## config.mk

```make
export PLATFORM = sky130hd
export DESIGN_NAME = sio_irq_status
export DESIGN_NICKNAME = d
export VERILOG_FILES = /design/src/rtl/sio_irq_pkg.sv /design/src/rtl/sio_status_flags.sv /design/src/rtl/sio_rx_timeout.sv /design/src/rtl/sio_irq_core.sv /design/src/rtl/sio_irq_status.sv
export SDC_FILE = /design/constraint.sdc
export NUM_CORES = 1
export LEC_CHECK = 0
export ABC_AREA = 1
export BUFFER_PORTS_ARGS = -buffer_cell sky130_fd_sc_hd__buf_2
export CAP_MARGIN = 10
export CORE_ASPECT_RATIO = 1.5
export CORE_MARGIN = 5
export CORE_UTILIZATION = 49
export CTS_CLUSTER_DIAMETER = 50
export DETAILED_ROUTE_END_ITERATION = 10
export GPL_TIMING_DRIVEN = 1
export PLACE_DENSITY = 0.87
export SYNTH_ARGS = -nofsm -noshare
export SYNTH_HDL_FRONTEND = slang
export SYNTH_HIERARCHICAL = 1
export SYNTH_SLANG_ARGS = --single-unit
```

## constraint.sdc

```tcl
create_clock -name clk -period 2.5 [get_ports clk]
set_input_delay 0.5 -clock clk [delete_from_list [all_inputs] [get_ports clk]]
set_output_delay 0.5 -clock clk [all_outputs]
set_load 0.01 [all_outputs]
```

## src/rtl/sio_irq_pkg.sv

```systemverilog
package sio_irq_pkg;
  localparam int IRQ_W  = 4;
  localparam int IRQ_ROR = 0;
  localparam int IRQ_RT  = 1;
  localparam int IRQ_RX  = 2;
  localparam int IRQ_TX  = 3;

  localparam int STAT_W = 5;
  localparam int ST_TFE = 0;
  localparam int ST_TNF = 1;
  localparam int ST_RNE = 2;
  localparam int ST_RFF = 3;
  localparam int ST_BSY = 4;

  localparam logic [STAT_W-1:0] STAT_RST = 5'h03;
  localparam logic [IRQ_W-1:0]  RAW_RST  = 4'h8;
endpackage

```

## src/rtl/sio_status_flags.sv

```systemverilog
module sio_status_flags
  import sio_irq_pkg::*;
#(
  parameter int DEPTH = 8,
  parameter int LVL_W = 4
) (
  input  logic              clk,
  input  logic              rst,
  input  logic [LVL_W-1:0]  tx_level,
  input  logic [LVL_W-1:0]  rx_level,
  input  logic              shift_busy,
  output logic [STAT_W-1:0] status
);
  localparam logic [LVL_W-1:0] FULL_LVL = LVL_W'(DEPTH);

  logic [STAT_W-1:0] stat_d;

  always_comb begin
    stat_d         = '0;
    stat_d[ST_TFE] = (tx_level == '0);
    stat_d[ST_TNF] = (tx_level != FULL_LVL);
    stat_d[ST_RNE] = (rx_level != '0);
    stat_d[ST_RFF] = (rx_level == FULL_LVL);
    stat_d[ST_BSY] = shift_busy | (tx_level != '0);
  end

  always_ff @(posedge clk) begin
    if (rst) status <= STAT_RST;
    else     status <= stat_d;
  end
endmodule

```

## src/rtl/sio_rx_timeout.sv

```systemverilog
module sio_rx_timeout #(
  parameter int TIMEOUT_TICKS = 32,
  parameter int LVL_W         = 4
) (
  input  logic             clk,
  input  logic             rst,
  input  logic [LVL_W-1:0] rx_level,
  input  logic             rx_access,
  input  logic             bit_tick,
  output logic             fire
);
  localparam int CNT_W = $clog2(TIMEOUT_TICKS + 1);
  localparam logic [CNT_W-1:0] CNT_LAST = CNT_W'(TIMEOUT_TICKS - 1);
  localparam logic [CNT_W-1:0] CNT_TOP  = CNT_W'(TIMEOUT_TICKS);

  logic [CNT_W-1:0] cnt_q;
  logic             idle_ne;

  assign idle_ne = (rx_level != '0) && !rx_access;
  assign fire    = idle_ne && bit_tick && (cnt_q == CNT_LAST);

  always_ff @(posedge clk) begin
    if (rst || !idle_ne)                   cnt_q <= '0;
    else if (bit_tick && cnt_q != CNT_TOP) cnt_q <= cnt_q + 1'b1;
  end
endmodule

```

## src/rtl/sio_irq_core.sv

```systemverilog
module sio_irq_core
  import sio_irq_pkg::*;
#(
  parameter int DEPTH = 8,
  parameter int LVL_W = 4
) (
  input  logic             clk,
  input  logic             rst,
  input  logic [LVL_W-1:0] tx_level,
  input  logic [LVL_W-1:0] rx_level,
  input  logic             rx_push_try,
  input  logic             rx_pop,
  input  logic             rt_fire,
  input  logic             mask_we,
  input  logic [IRQ_W-1:0] mask_wdata,
  input  logic             clr_we,
  input  logic [IRQ_W-1:0] clr_wdata,
  output logic [IRQ_W-1:0] raw_q,
  output logic [IRQ_W-1:0] mask_q
);
  localparam logic [LVL_W-1:0] FULL_LVL = LVL_W'(DEPTH);
  localparam logic [LVL_W-1:0] HALF_LVL = LVL_W'(DEPTH / 2);

  logic [IRQ_W-1:0] raw_d;
  logic             ror_set, ror_clr, rt_clr;
  logic             unused_clr_hi;

  assign unused_clr_hi = ^clr_wdata[IRQ_TX:IRQ_RX];
  assign ror_set = rx_push_try && (rx_level == FULL_LVL);
  assign ror_clr = clr_we && clr_wdata[IRQ_ROR];
  assign rt_clr  = (clr_we && clr_wdata[IRQ_RT]) || rx_pop;

  always_comb begin
    raw_d          = raw_q;
    raw_d[IRQ_TX]  = (tx_level <= HALF_LVL);
    raw_d[IRQ_RX]  = (rx_level >= HALF_LVL);
    if (rt_fire)      raw_d[IRQ_RT] = 1'b1;
    else if (rt_clr)  raw_d[IRQ_RT] = 1'b0;
    if (ror_set)      raw_d[IRQ_ROR] = 1'b1;
    else if (ror_clr) raw_d[IRQ_ROR] = 1'b0;
  end

  always_ff @(posedge clk) begin
    if (rst) begin
      raw_q  <= RAW_RST;
      mask_q <= '0;
    end else begin
      raw_q <= raw_d;
      if (mask_we) mask_q <= mask_wdata;
    end
  end
endmodule

```

## src/rtl/sio_irq_status.sv

```systemverilog
module sio_irq_status
  import sio_irq_pkg::*;
#(
  parameter int DEPTH         = 8,
  parameter int TIMEOUT_TICKS = 32,
  parameter int LVL_W         = $clog2(DEPTH + 1)
) (
  input  logic              clk,
  input  logic              rst,
  input  logic [LVL_W-1:0]  tx_level,
  input  logic [LVL_W-1:0]  rx_level,
  input  logic              shift_busy,
  input  logic              rx_push_try,
  input  logic              rx_pop,
  input  logic              bit_tick,
  input  logic              mask_we,
  input  logic [IRQ_W-1:0]  mask_wdata,
  input  logic              clr_we,
  input  logic [IRQ_W-1:0]  clr_wdata,
  output logic [STAT_W-1:0] status,
  output logic [IRQ_W-1:0]  raw_irq,
  output logic [IRQ_W-1:0]  masked_irq,
  output logic              irq_tx,
  output logic              irq_rx,
  output logic              irq_rt,
  output logic              irq_ror,
  output logic              irq_any
);
  logic             rt_fire;
  logic [IRQ_W-1:0] mask_q;

  sio_status_flags #(.DEPTH(DEPTH), .LVL_W(LVL_W)) u_flags (
    .clk(clk), .rst(rst), .tx_level(tx_level), .rx_level(rx_level),
    .shift_busy(shift_busy), .status(status)
  );

  sio_rx_timeout #(.TIMEOUT_TICKS(TIMEOUT_TICKS), .LVL_W(LVL_W)) u_tmo (
    .clk(clk), .rst(rst), .rx_level(rx_level),
    .rx_access(rx_pop | rx_push_try), .bit_tick(bit_tick), .fire(rt_fire)
  );

  sio_irq_core #(.DEPTH(DEPTH), .LVL_W(LVL_W)) u_core (
    .clk(clk), .rst(rst), .tx_level(tx_level), .rx_level(rx_level),
    .rx_push_try(rx_push_try), .rx_pop(rx_pop), .rt_fire(rt_fire),
    .mask_we(mask_we), .mask_wdata(mask_wdata),
    .clr_we(clr_we), .clr_wdata(clr_wdata),
    .raw_q(raw_irq), .mask_q(mask_q)
  );

  assign masked_irq = raw_irq & mask_q;
  assign irq_tx     = masked_irq[IRQ_TX];
  assign irq_rx     = masked_irq[IRQ_RX];
  assign irq_rt     = masked_irq[IRQ_RT];
  assign irq_ror    = masked_irq[IRQ_ROR];
  assign irq_any    = |masked_irq;
endmodule

```

## Word level (Yosys, flattened, before mapping)

Cells that the tools add are included.

| word-level totals | value |
|---|---|
| register bits after elaboration | 19 |
| output and inout bits | 18 |
| input port bits | 24 |

| operators by class | value |
|---|---|
| add/sub/neg operators | 1 |
| $lt $le $gt $ge | 2 |
| multiplexer cells | 4 |
| bitwise gates (word level) | 3 |
| equality and inequality tests | 4 |
| reduce and logical (&&, ||, !) cells | 17 |

Operators with widths:

| operator | number |
|---|---|
| nonzero test 4 bit | 2 |
| logical AND 1 bit | 7 |
| adder 6 x 1 -> 6 bit (second input constant) | 1 |
| equality test 6 x 5 -> 1 bit (second input constant) | 1 |
| inequality test 6 bit (second input constant) | 1 |
| bitwise AND 4 bit | 1 |
| equality test 4 bit (second input constant) | 1 |
| greater-or-equal comparator 4 x 3 -> 1 bit (second input constant) | 1 |
| <= comparator 4 x 3 -> 1 bit (second input constant) | 1 |
| zero test 4 bit | 1 |
| 2-to-1 mux 1 bit | 4 |
| inequality test 4 bit (second input constant) | 1 |
| nonzero test 2 bit | 2 |
| OR reduction 4 bit | 1 |
| zero test 1 bit | 2 |
| logical OR 1 bit | 2 |
| OR 1 bit | 2 |

## Longest topological paths before layout

Gate-level depths: netlist of run 1.

| depth | value |
|---|---|
| depth after elaboration | 6 |
| depth in mapped cells | 7 |
| mapped depth without buffers | 7 |

## Modules after synthesis

The synthesis of run 1 kept the hierarchy.

Modules (own cells, without submodules):

| module | area each (um^2) | cells an instance | instances |
|---|---|---|---|
| sio_rx_timeout | 400.4 | 57 | 1 |
| sio_irq_core | 301.5 | 38 | 1 |
| sio_status_flags | 171.4 | 20 | 1 |
| sio_irq_status | 85.1 | 18 | 1 |

## Worst setup path after synthesis of run 1

No wires, ideal clock.

| path | value |
|---|---|
| path type | input to register |
| start point | in rx_push_try |
| end point | reg u_core.raw_q[1] |
| slack | 1299 ps |
| library setup time | 70 ps |
| arrival | 1132 ps |
| buffers on the path | 0 |
| stages on the path | 6 |
| path through | or2_1 inv_1 nand2_1 nor4_1 inv_1 a21oi_1 |

| on the way | value |
|---|---|
| word-level cells in the longest chain between the ends | 6 |
| elaborated cells on any way between the ends | 7 |
| those cells by class | mux: 1; bitwise: 1; reduce/logical: 5 |

Ends and longest elaborated chain:

| what | line | text |
|---|---|---|
| start, declared | sio_irq_status.sv:13 | `input logic rx_push_try,` |
| OR 1 bit (*) | sio_irq_status.sv:39 | `.rx_access(rx_pop \| rx_push_try), .bit_tick(bit_tick), .fire(rt_fire)` |
| zero test 1 bit (*) | sio_rx_timeout.sv:19 | `assign idle_ne = (rx_level != '0) && !rx_access;` |
| logical AND 1 bit (*) | sio_rx_timeout.sv:19 |  |
| logical AND 1 bit (*) (2 in a row) | sio_rx_timeout.sv:20 | `assign fire = idle_ne && bit_tick && (cnt_q == CNT_LAST);` |
| net rt_fire | sio_irq_status.sv:29 | `logic rt_fire;` |
| 2-to-1 mux 1 bit / nonzero test 2 bit (equally long branches) | n/a |  |
| end signal, assigned | sio_irq_core.sv:48 | `raw_q <= raw_d;` |
| end, declared | sio_irq_core.sv:18 | `output logic [IRQ_W-1:0] raw_q,` |

Mark *: on every way through the listed nets, which the timed path passes. The rest lies on a longest branch.
A chain may end at the register's enable or synchronous reset.

## Worst setup path in the final report of run 1

| path | value |
|---|---|
| start point | reg u_core.raw_q[0] |
| end point | out irq_any |

| on the way | value |
|---|---|
| word-level cells in the longest chain between the ends | 2 |

Ends and longest elaborated chain:

| what | line | text |
|---|---|---|
| bitwise AND 4 bit | sio_irq_status.sv:50 | `assign masked_irq = raw_irq & mask_q;` |
| OR reduction 4 bit | sio_irq_status.sv:55 | `assign irq_any = \|masked_irq;` |
| end, declared | sio_irq_status.sv:27 | `output logic irq_any` |

No other way between the ends.

==> results.toml, run 1 <==
[outcome]
outcome = "finished clean"

[cells_and_area]
syn2layout_area_growth_pct = 21.5
final_common_cell = "buf_2"
final_area_um2 = 1160
fin_nets = 198
final_cell_mix = "buf_2 (39), nand2_1 (25), inv_1 (20), nor2_1 (20), dfxtp_1 (19)"
drive_above_1_share_pct = 33.9
num_antenna_cells = 0

[cts]
ctsHoldBuffers = 0
worstSkewPairLatency_ns = 0.30
clock_path_buffers = 2
cts_resized = 0
cts_root_buf = "clkbuf_4"
cts.sinks = 19
cts_tree = "built"
postCtsSetupBuffers = 0
path_clk_slew_ns = 0.10
cts_buffers = 3
h-tree-depth = 1

[synthesis]
yosysWarnings = 6
synth_ff_type = "dfxtp_1"
syn_area_per_cell_um2 = 7.21
ys_types = 23
ys_async_sr_fraction_pct = 0
synth_seq_cells = 19
syn_nets = 159
syn_area_um2 = 958
ys_seq_area_share_pct = 39.7
synth_edf_count = 0
syn_inst = 133

[timing]
period_share_pct = 61.2
worstMarginPinSlew_ns = 0.330
hold_violations = 0
post-route-min-period_ns = 1.53
report.final.slew_viol_count = 0
rsz0062_at_grt = "no"
slew_headroom_pct = 78.0
setup_violations = 0
finalSetupTns_ns = 0
skew_ns = 0.00261
fmax_mhz = 653

[routing]
vias_per_cell = 4.89
vias = 938
ant_nets = 0
drt_first_pass_iters = 4
drc_errors = 0
wirelength_um = 2160
wl_per_cell_um = 11.3
drt_iter0_drc = 25

[placement]
dpl.hpwl_um = 1820
portBuffers = 39
place_area_um2 = 1140
routabilityCongestion = 0.872

[pwr]
switching_share_pct = 25.5
combPwrFrac_pct = 13.9
cellPowerDensity_nw_per_um2 = 471
p_seq_share_pct = 58.2
clockPowerShare_pct = 27.9
p_int_mw = 0.409
p_leak_nw = 0.640
power_switching_mw = 0.140
ir_worst_vdd_mv = 0.365

[critical_path]
r2r_cells = 5
startpoint_type = "flip-flop"
crit_type = "flip-flop to output pin"
cp_max_fo = 3
cp.arrival_ns = 1.03
endpoint_kind = "output pin"
crit_required_ns = 2.00

[floorplan]
fp.dieArea_um2 = 2960
core_area_um2 = 1850
fp.dieW_um = 46.1
start_util_pct = 51.7
ios = 42
rows = 19
dieHeight_um = 64.2

[min_path]
whs_path_depth = 2
hp-class = "input pin to flip-flop"

[global_routing]
globalRouteOverflowTotal = 0
antenna_found_initial = 0
grt_pass1_wl_um = 3590
grt_pass1_vias = 944
grt_max_degree = 11
track_usage_pct = 16.1

[run]
max_cap_viol_count = 0
## cell usage after synthesis (3+ instances only)
cell	n	area share, %
nand2_1	25	9.8
inv_1	20	7.8
nor2_1	20	7.8
dfxtp_1	19	40
nand3_1	7	3.7
a21oi_1	5	2.6
o21ai_1	5	2.6
buf_4	4	3.1
nand2_2	4	2.6
nor2_2	4	2.6
nand3b_1	3	2.3
## power groups by stage
stage	Clock, mW	Combinational, mW	Sequential, mW
after floorplan	0	0.0344	0.329
after global placement	0	0.0741	0.326
after detailed placement	0	0.0767	0.326
after CTS	0.158	0.0769	0.319
after global routing	0.174	0.0856	0.321
final	0.153	0.0762	0.319
## sequential cells by signal (all words and copies together), names as in the netlist
signal and count:
u_core/mask_q 4, u_core/raw_q 4, u_flags/status 5, u_tmo/cnt_q 6
## per-stage QoR
step	hold slack, ns	instances	setup slack (ns)	total power, mW	util [%]
after floorplan	0.453	133	1.30	0.363	-
after global routing	0.396	192	0.870	0.581	62.8
after global placement	0.469	188	1.12	0.400	61.4
final	0.399	192	0.969	0.549	62.8
after CTS	0.396	192	0.948	0.554	62.8
after detailed placement	0.483	188	1.10	0.403	61.4
## cells by family (layout without fill, tap and decap cells)
group,count (synthesis),count (layout),share of synthesized area [%]
simple gates,71,71,36.0
buf+inv,27,65,12.9
flops,19,19,39.7
compound gates,13,13,7.83
fa+ha+maj,2,2,2.61
xor+xnor,1,1,0.914
## layer usage
metal  share of wire (%)  track usage (%)  up-vias  wire length [µm]
met1                  37             14.5      421               799
met3                 6.0             4.49        4               130
met2                  55             29.5       22              1180
met4                 2.4             9.25        0                51
li1                    -                -      491                 -
met5                   0                0        -                 0
## critical path: stages (launching register included)
cell,delay [ns]
dfxtp_1,0.38
nand2_1,0.09
nand2_1,0.07
inv_1,0.03
nand2_1,0.04
buf_2,0.12
## worst paths after layout
path | startpoint | to | slack (ns)
hold / removal | tx_level[3] | u_core/raw_q[3] | 0.40
setup / recovery | u_core/raw_q[0] | irq_any | 0.97
setup reg to reg | u_tmo/cnt_q[0] | u_core/raw_q[1] | 1.13
hold reg to reg | u_core/mask_q[0] | u_core/mask_q[0] | 0.51
## area by class of cell
| cell class | instances | area (µm²) |
|---|---|---|
| clock buffer | 4 | 26.3 |
| fill | 169 | 689 |
| tap | 21 | 26.3 |
| multi-input combinational | 87 | 454 |
| inverter | 22 | 82.6 |
| sequential | 19 | 380 |
| timing repair buffer | 39 | 195 |
Power figures use the tool's default switching activity.
==> inputs of run 2 (changes only) <==
--- a/config.mk
+++ b/config.mk
@@ -10,11 +10,11 @@
 export CAP_MARGIN = 10
 export CORE_ASPECT_RATIO = 1.5
 export CORE_MARGIN = 5
-export CORE_UTILIZATION = 49
+export CORE_UTILIZATION = 46
 export CTS_CLUSTER_DIAMETER = 50
 export DETAILED_ROUTE_END_ITERATION = 10
 export GPL_TIMING_DRIVEN = 1
-export PLACE_DENSITY = 0.87
+export PLACE_DENSITY = 0.83
 export SYNTH_ARGS = -nofsm -noshare
 export SYNTH_HDL_FRONTEND = slang
 export SYNTH_HIERARCHICAL = 1
==> constraint.sdc (replaced) <==
create_clock -name clk -period 1.5 [get_ports clk]
set_input_delay 0.3 -clock clk [delete_from_list [all_inputs] [get_ports clk]]
set_output_delay 0.3 -clock clk [all_outputs]
set_load 0.01 [all_outputs]
==> run 2 against run 1 <==
Effect of this change:
- flip-flop and latch count unchanged
- critical path depth unchanged
- sequential power rose by 67%
- combinational power up 67%
- die area rose by 5.3%
- cell count grew 1.0%
- cell area increased by 0.75%
- worst setup slack worse by 0.84 ns
- via count grew 0.21%
- wire length decreased by 6.6%
==> results.toml, run 2 (synthesis gave the netlist of run 1 again) <==
[cts]
cts_buffers = 3
cts_resized = 0
path_clk_slew_ns = 0.10
clock_path_buffers = 2
postCtsSetupBuffers = 0
worstSkewPairLatency_ns = 0.29
h-tree-depth = 1
ctsHoldBuffers = 0
cts_tree = "built"
cts.sinks = 19
cts_root_buf = "clkbuf_4"

[min_path]
hold_end = "u_core/raw_q[3]"
hp-start = "tx_level[3]"
whs_path_depth = 2
hp-class = "input pin to flip-flop"

[floorplan]
rows = 20
dieHeight_um = 65.9
start_util_pct = 47.9
ios = 42
fp.dieW_um = 47.3
core_area_um2 = 2000
fp.dieArea_um2 = 3120

[placement]
routabilityCongestion = 0.810
dp_cells = 190
post-place-ws_ns = 0.160
portBuffers = 39
dpl.hpwl_um = 1680

[pwr]
ir_worst_vdd_mv = 0.522
p_leak_nw = 0.645
cellPowerDensity_nw_per_um2 = 772

[timing]
finalSetupTns_ns = 0
post-route-min-period_ns = 1.37
worstMarginPinSlew_ns = 0.324
report.final.slew_viol_count = 0
slew_headroom_pct = 78.4
period_share_pct = 91.5
layout_setup_ws_ns = 0.128
skew_ns = 0.00253
rsz0062_at_grt = "no"
setup_violations = 0
fmax_mhz = 729
hold_violations = 0

[critical_path]
path_buf_inv = 1
startpoint_type = "flip-flop"
cpLargestDelayFamily = "flip-flops"
slowest_stage = "dfxtp_1"
crit_required_ns = 1.72
cp.arrival_ns = 1.60
cp_max_fo = 6
endpoint_kind = "flip-flop"
max_stage_delay_ns = 0.46
crit_type = "flip-flop to flip-flop"
r2r-start = "u_tmo/cnt_q[0]"
r2r-end = "u_core/raw_q[1]"
rrSetupSlack_ns = 0.13
crit_chain = "ha_1 > nand3_1 > nor4_1 > inv_1 > a21oi_1"
r2r_cells = 5

[cells_and_area]
syn2layout_area_growth_pct = 22.5
final_cell_mix = "buf_2 (39), nand2_1 (25), inv_1 (20), nor2_1 (20), dfxtp_1 (19)"
drive_above_1_share_pct = 34.3
final_common_cell = "buf_2"
top_regs = "u_tmo/cnt_q (6), u_flags/status (5)"
fin_nets = 199
final_cells = 194
regMostFlops = "u_tmo/cnt_q"
nFillCells = 191
largest_reg_flops = 6
num_antenna_cells = 0

[routing]
vias_per_cell = 4.85
drc_errors = 0
vias = 940
ant_nets = 0
wirelength_um = 2020
drt_first_pass_iters = 4
wl_per_cell_um = 10.4
drt_iter0_drc = 19

[global_routing]
grt_pass1_wl_um = 3360
antenna_found_initial = 0
globalRouteOverflowTotal = 0
track_usage_pct = 14.6
grt_max_degree = 11
grt_use_met2_pct = 26.2
use_met3_pct = 2.18
grt_pass1_vias = 898
busiest_layer = "met2"
grtUsageMet1_pct = 14.1

[run]
max_cap_viol_count = 0

[outcome]
outcome = "finished clean"
[run 2: changes by cell type in the layout (fill, tap and decap cells not counted), sizes merged]
cell and change:
buf +1
[run 2: how the worst max path moves through the flow]
stage | startpoint | end | slack (ns) | depth (start not counted)
2_1_floorplan | u_tmo/cnt_q[1] | u_core/raw_q[1] | 0.32 | 5
3_3_place_gp | u_tmo/cnt_q[0] | u_core/raw_q[1] | 0.22 | 5
3_5_place_dp | u_tmo/cnt_q[0] | u_core/raw_q[1] | 0.16 | 5
4_1_cts | u_tmo/cnt_q[0] | u_core/raw_q[1] | 0.14 | 5
5_1_grt | u_tmo/cnt_q[0] | u_core/raw_q[1] | 0.01 | 5
6_report | u_tmo/cnt_q[0] | u_core/raw_q[1] | 0.13 | 5
[run 2: per-stage QoR]
step	instance area [µm²]	hold slack [ns]	util, %	total power, mW
finish	1170	0.214	58.6	0.906
global route	1170	0.209	58.6	0.952
CTS	1170	0.198	58.6	0.917
detailed placement	1150	0.480	57.3	0.670
global placement	1150	0.477	57.3	0.666
floorplan	958	0.362	-	0.605
[run 2: layout make-up]
type / count / area [µm²] / share of cell area [%]
Timing Repair Buffer: 40 / 203 / 17.3
Inverter: 22 / 82.6 / 7.04
Sequential cell: 19 / 380 / 32.4
Tap cell: 22 / 27.5 / 2.35
Multi-Input combinational cell: 87 / 454 / 38.7
Clock buffer: 4 / 26.3 / 2.24
[run 2: power breakdown]
group,internal (mW),switching (mW)
logic,0.0549,0.0718
clock network,0.103,0.144
registers,0.523,0.00866
[run 2: per-layer routing]
metal	vias up	part of all wire [%]
met5	-	0
met4	0	1.1
met3	4	7.3
met2	38	54
met1	410	37
li1	488	-
==> inputs of run 3 (changes only) <==
==> constraint.sdc (replaced) <==
create_clock -name clk -period 1.5 [get_ports clk]
set_input_delay 0 -clock clk [delete_from_list [all_inputs] [get_ports clk]]
set_output_delay 0 -clock clk [all_outputs]
set_load 0.01 [all_outputs]
==> run 3 against run 2 <==
Effect of this change:
- clock skew decreased by 0.0021 ns
- critical path depth increased by 2
- first-iteration DRC count increased by 89%
- critical endpoint is now u_flags/status[4]
- highest routed layer unchanged
==> results.toml, run 3 (synthesis gave the netlist of run 1 again) <==
[cells_and_area]
final_common_cell = "buf_2"
final_cell_mix = "buf_2 (39), nand2_1 (25), inv_1 (20), nor2_1 (20), dfxtp_1 (19)"
final_cells = 210
drive_above_1_share_pct = 31.9
top_regs = "u_tmo/cnt_q (6), u_flags/status (5)"
syn2layout_area_growth_pct = 39.8
nFillCells = 155
multi_input_area_um2 = 460
largest_reg_flops = 6
fin_nets = 215
num_antenna_cells = 0
post-route-util_pct = 66.9
final_area_um2 = 1340
regMostFlops = "u_tmo/cnt_q"
seq_area_um2 = 380

[placement]
place_area_um2 = 1150
dpl.hpwl_um = 1670
post-place-ws_ns = 0.204
portBuffers = 39
routabilityCongestion = 0.793
dp_cells = 190

[timing]
period_share_pct = 90.2
worstMarginPinSlew_ns = 0.332
finalSetupTns_ns = 0
layout_setup_ws_ns = 0.146
hold_violations = 0
worst_hold_slack_ns = 0.0174
report.final.slew_viol_count = 0
fmax_mhz = 739
setup_violations = 0
rsz0062_at_grt = "no"
post-route-min-period_ns = 1.35
skew_ns = 0.000435
slew_headroom_pct = 77.8

[cts]
cts_root_buf = "clkbuf_4"
cts_tree = "built"
worstSkewPairLatency_ns = 0.29
cts_buffers = 3
h-tree-depth = 1
postCtsSetupBuffers = 0
cts.sinks = 19
clock_path_buffers = 2
path_clk_slew_ns = 0.10

[floorplan]
dieHeight_um = 65.9
start_util_pct = 47.9
fp.dieW_um = 47.3
ios = 42
core_area_um2 = 2000
rows = 20
fp.dieArea_um2 = 3120

[pwr]
cellPowerDensity_nw_per_um2 = 709
report.power.total_mw = 0.950
p_leak_nw = 0.711
ir_worst_vdd_mv = 0.551

[critical_path]
startpoint_type = "input pin"
crit_chain = "dlygate4sd3_1 > buf_2 > nor2_2 > dlygate4sd3_1 > nand2_1 > nand2_2 > nand2_2"
r2r_cells = 5
endpoint_kind = "flip-flop"
cp_max_fo = 2
r2r-end = "u_core/raw_q[1]"
slowest_stage = "dlygate4sd3_1"
max_stage_delay_ns = 0.58
cpLargestDelayFamily = "buffers and inverters"
path_buf_inv = 3
crit_type = "input pin to flip-flop"
r2r-start = "u_tmo/cnt_q[0]"
crit_required_ns = 1.70
rrSetupSlack_ns = 0.16
cp.arrival_ns = 1.55

[min_path]
whs_path_depth = 3
hp-class = "input pin to flip-flop"
hp-start = "tx_level[0]"
hold_end = "u_core/raw_q[3]"

[routing]
vias_per_cell = 4.94
wirelength_um = 2710
drt_first_pass_iters = 4
drt_iter0_drc = 36
ant_nets = 0
vias = 1038
wl_per_cell_um = 12.9
drc_errors = 0

[global_routing]
antenna_found_initial = 0
globalRouteOverflowTotal = 0
track_usage_pct = 19.8
grt_max_degree = 11
grt_pass1_wl_um = 4580
grt_pass1_vias = 1082

[run]
max_cap_viol_count = 0

[outcome]
outcome = "finished clean"
## run 3: cell type report
cell class / count / area share (%)
sequential: 19 / 28.4
clock buffer: 4 / 1.96
timing repair buffer: 56 / 27.1
multi-input combinational: 87 / 34.4
inverter: 22 / 6.16
tap: 22 / 2.05
## run 3: worst min-delay path: stages
cell     delay, ns
buf_2         0.10
o21a_1        0.12
o21ai_1       0.05
## run 3: worst max-delay path by stage
stage	start	cells after the start	slack (ns)	end
final	tx_level[1]	7	0.15	u_flags/status[4]
after global routing	u_tmo/cnt_q[0]	5	0.02	u_core/raw_q[1]
after CTS	u_tmo/cnt_q[0]	5	0.17	u_core/raw_q[1]
after detailed placement	u_tmo/cnt_q[0]	5	0.20	u_core/raw_q[1]
after global placement	u_tmo/cnt_q[0]	5	0.23	u_core/raw_q[1]
after floorplan	u_tmo/cnt_q[1]	5	0.32	u_core/raw_q[1]
## run 3: what timing repair did
item,CTS,global route
gates resized for setup,0,1
setup endpoints to repair,0,1
hold endpoints to repair,13,0
hold buffers,16,0
## run 3: per-layer routing
layer,routed length [µm],up-vias,GRT usage [%]
li1,-,519,-
met1,1050,475,21.7
met2,1430,40,34.4
met3,173,4,3.54
met4,48,0,9.34
met5,0,-,0
## run 3: power breakdown
part,switching (mW),internal (mW)
clock,0.149,0.103
sequential,0.00979,0.523
combinational,0.0864,0.0784
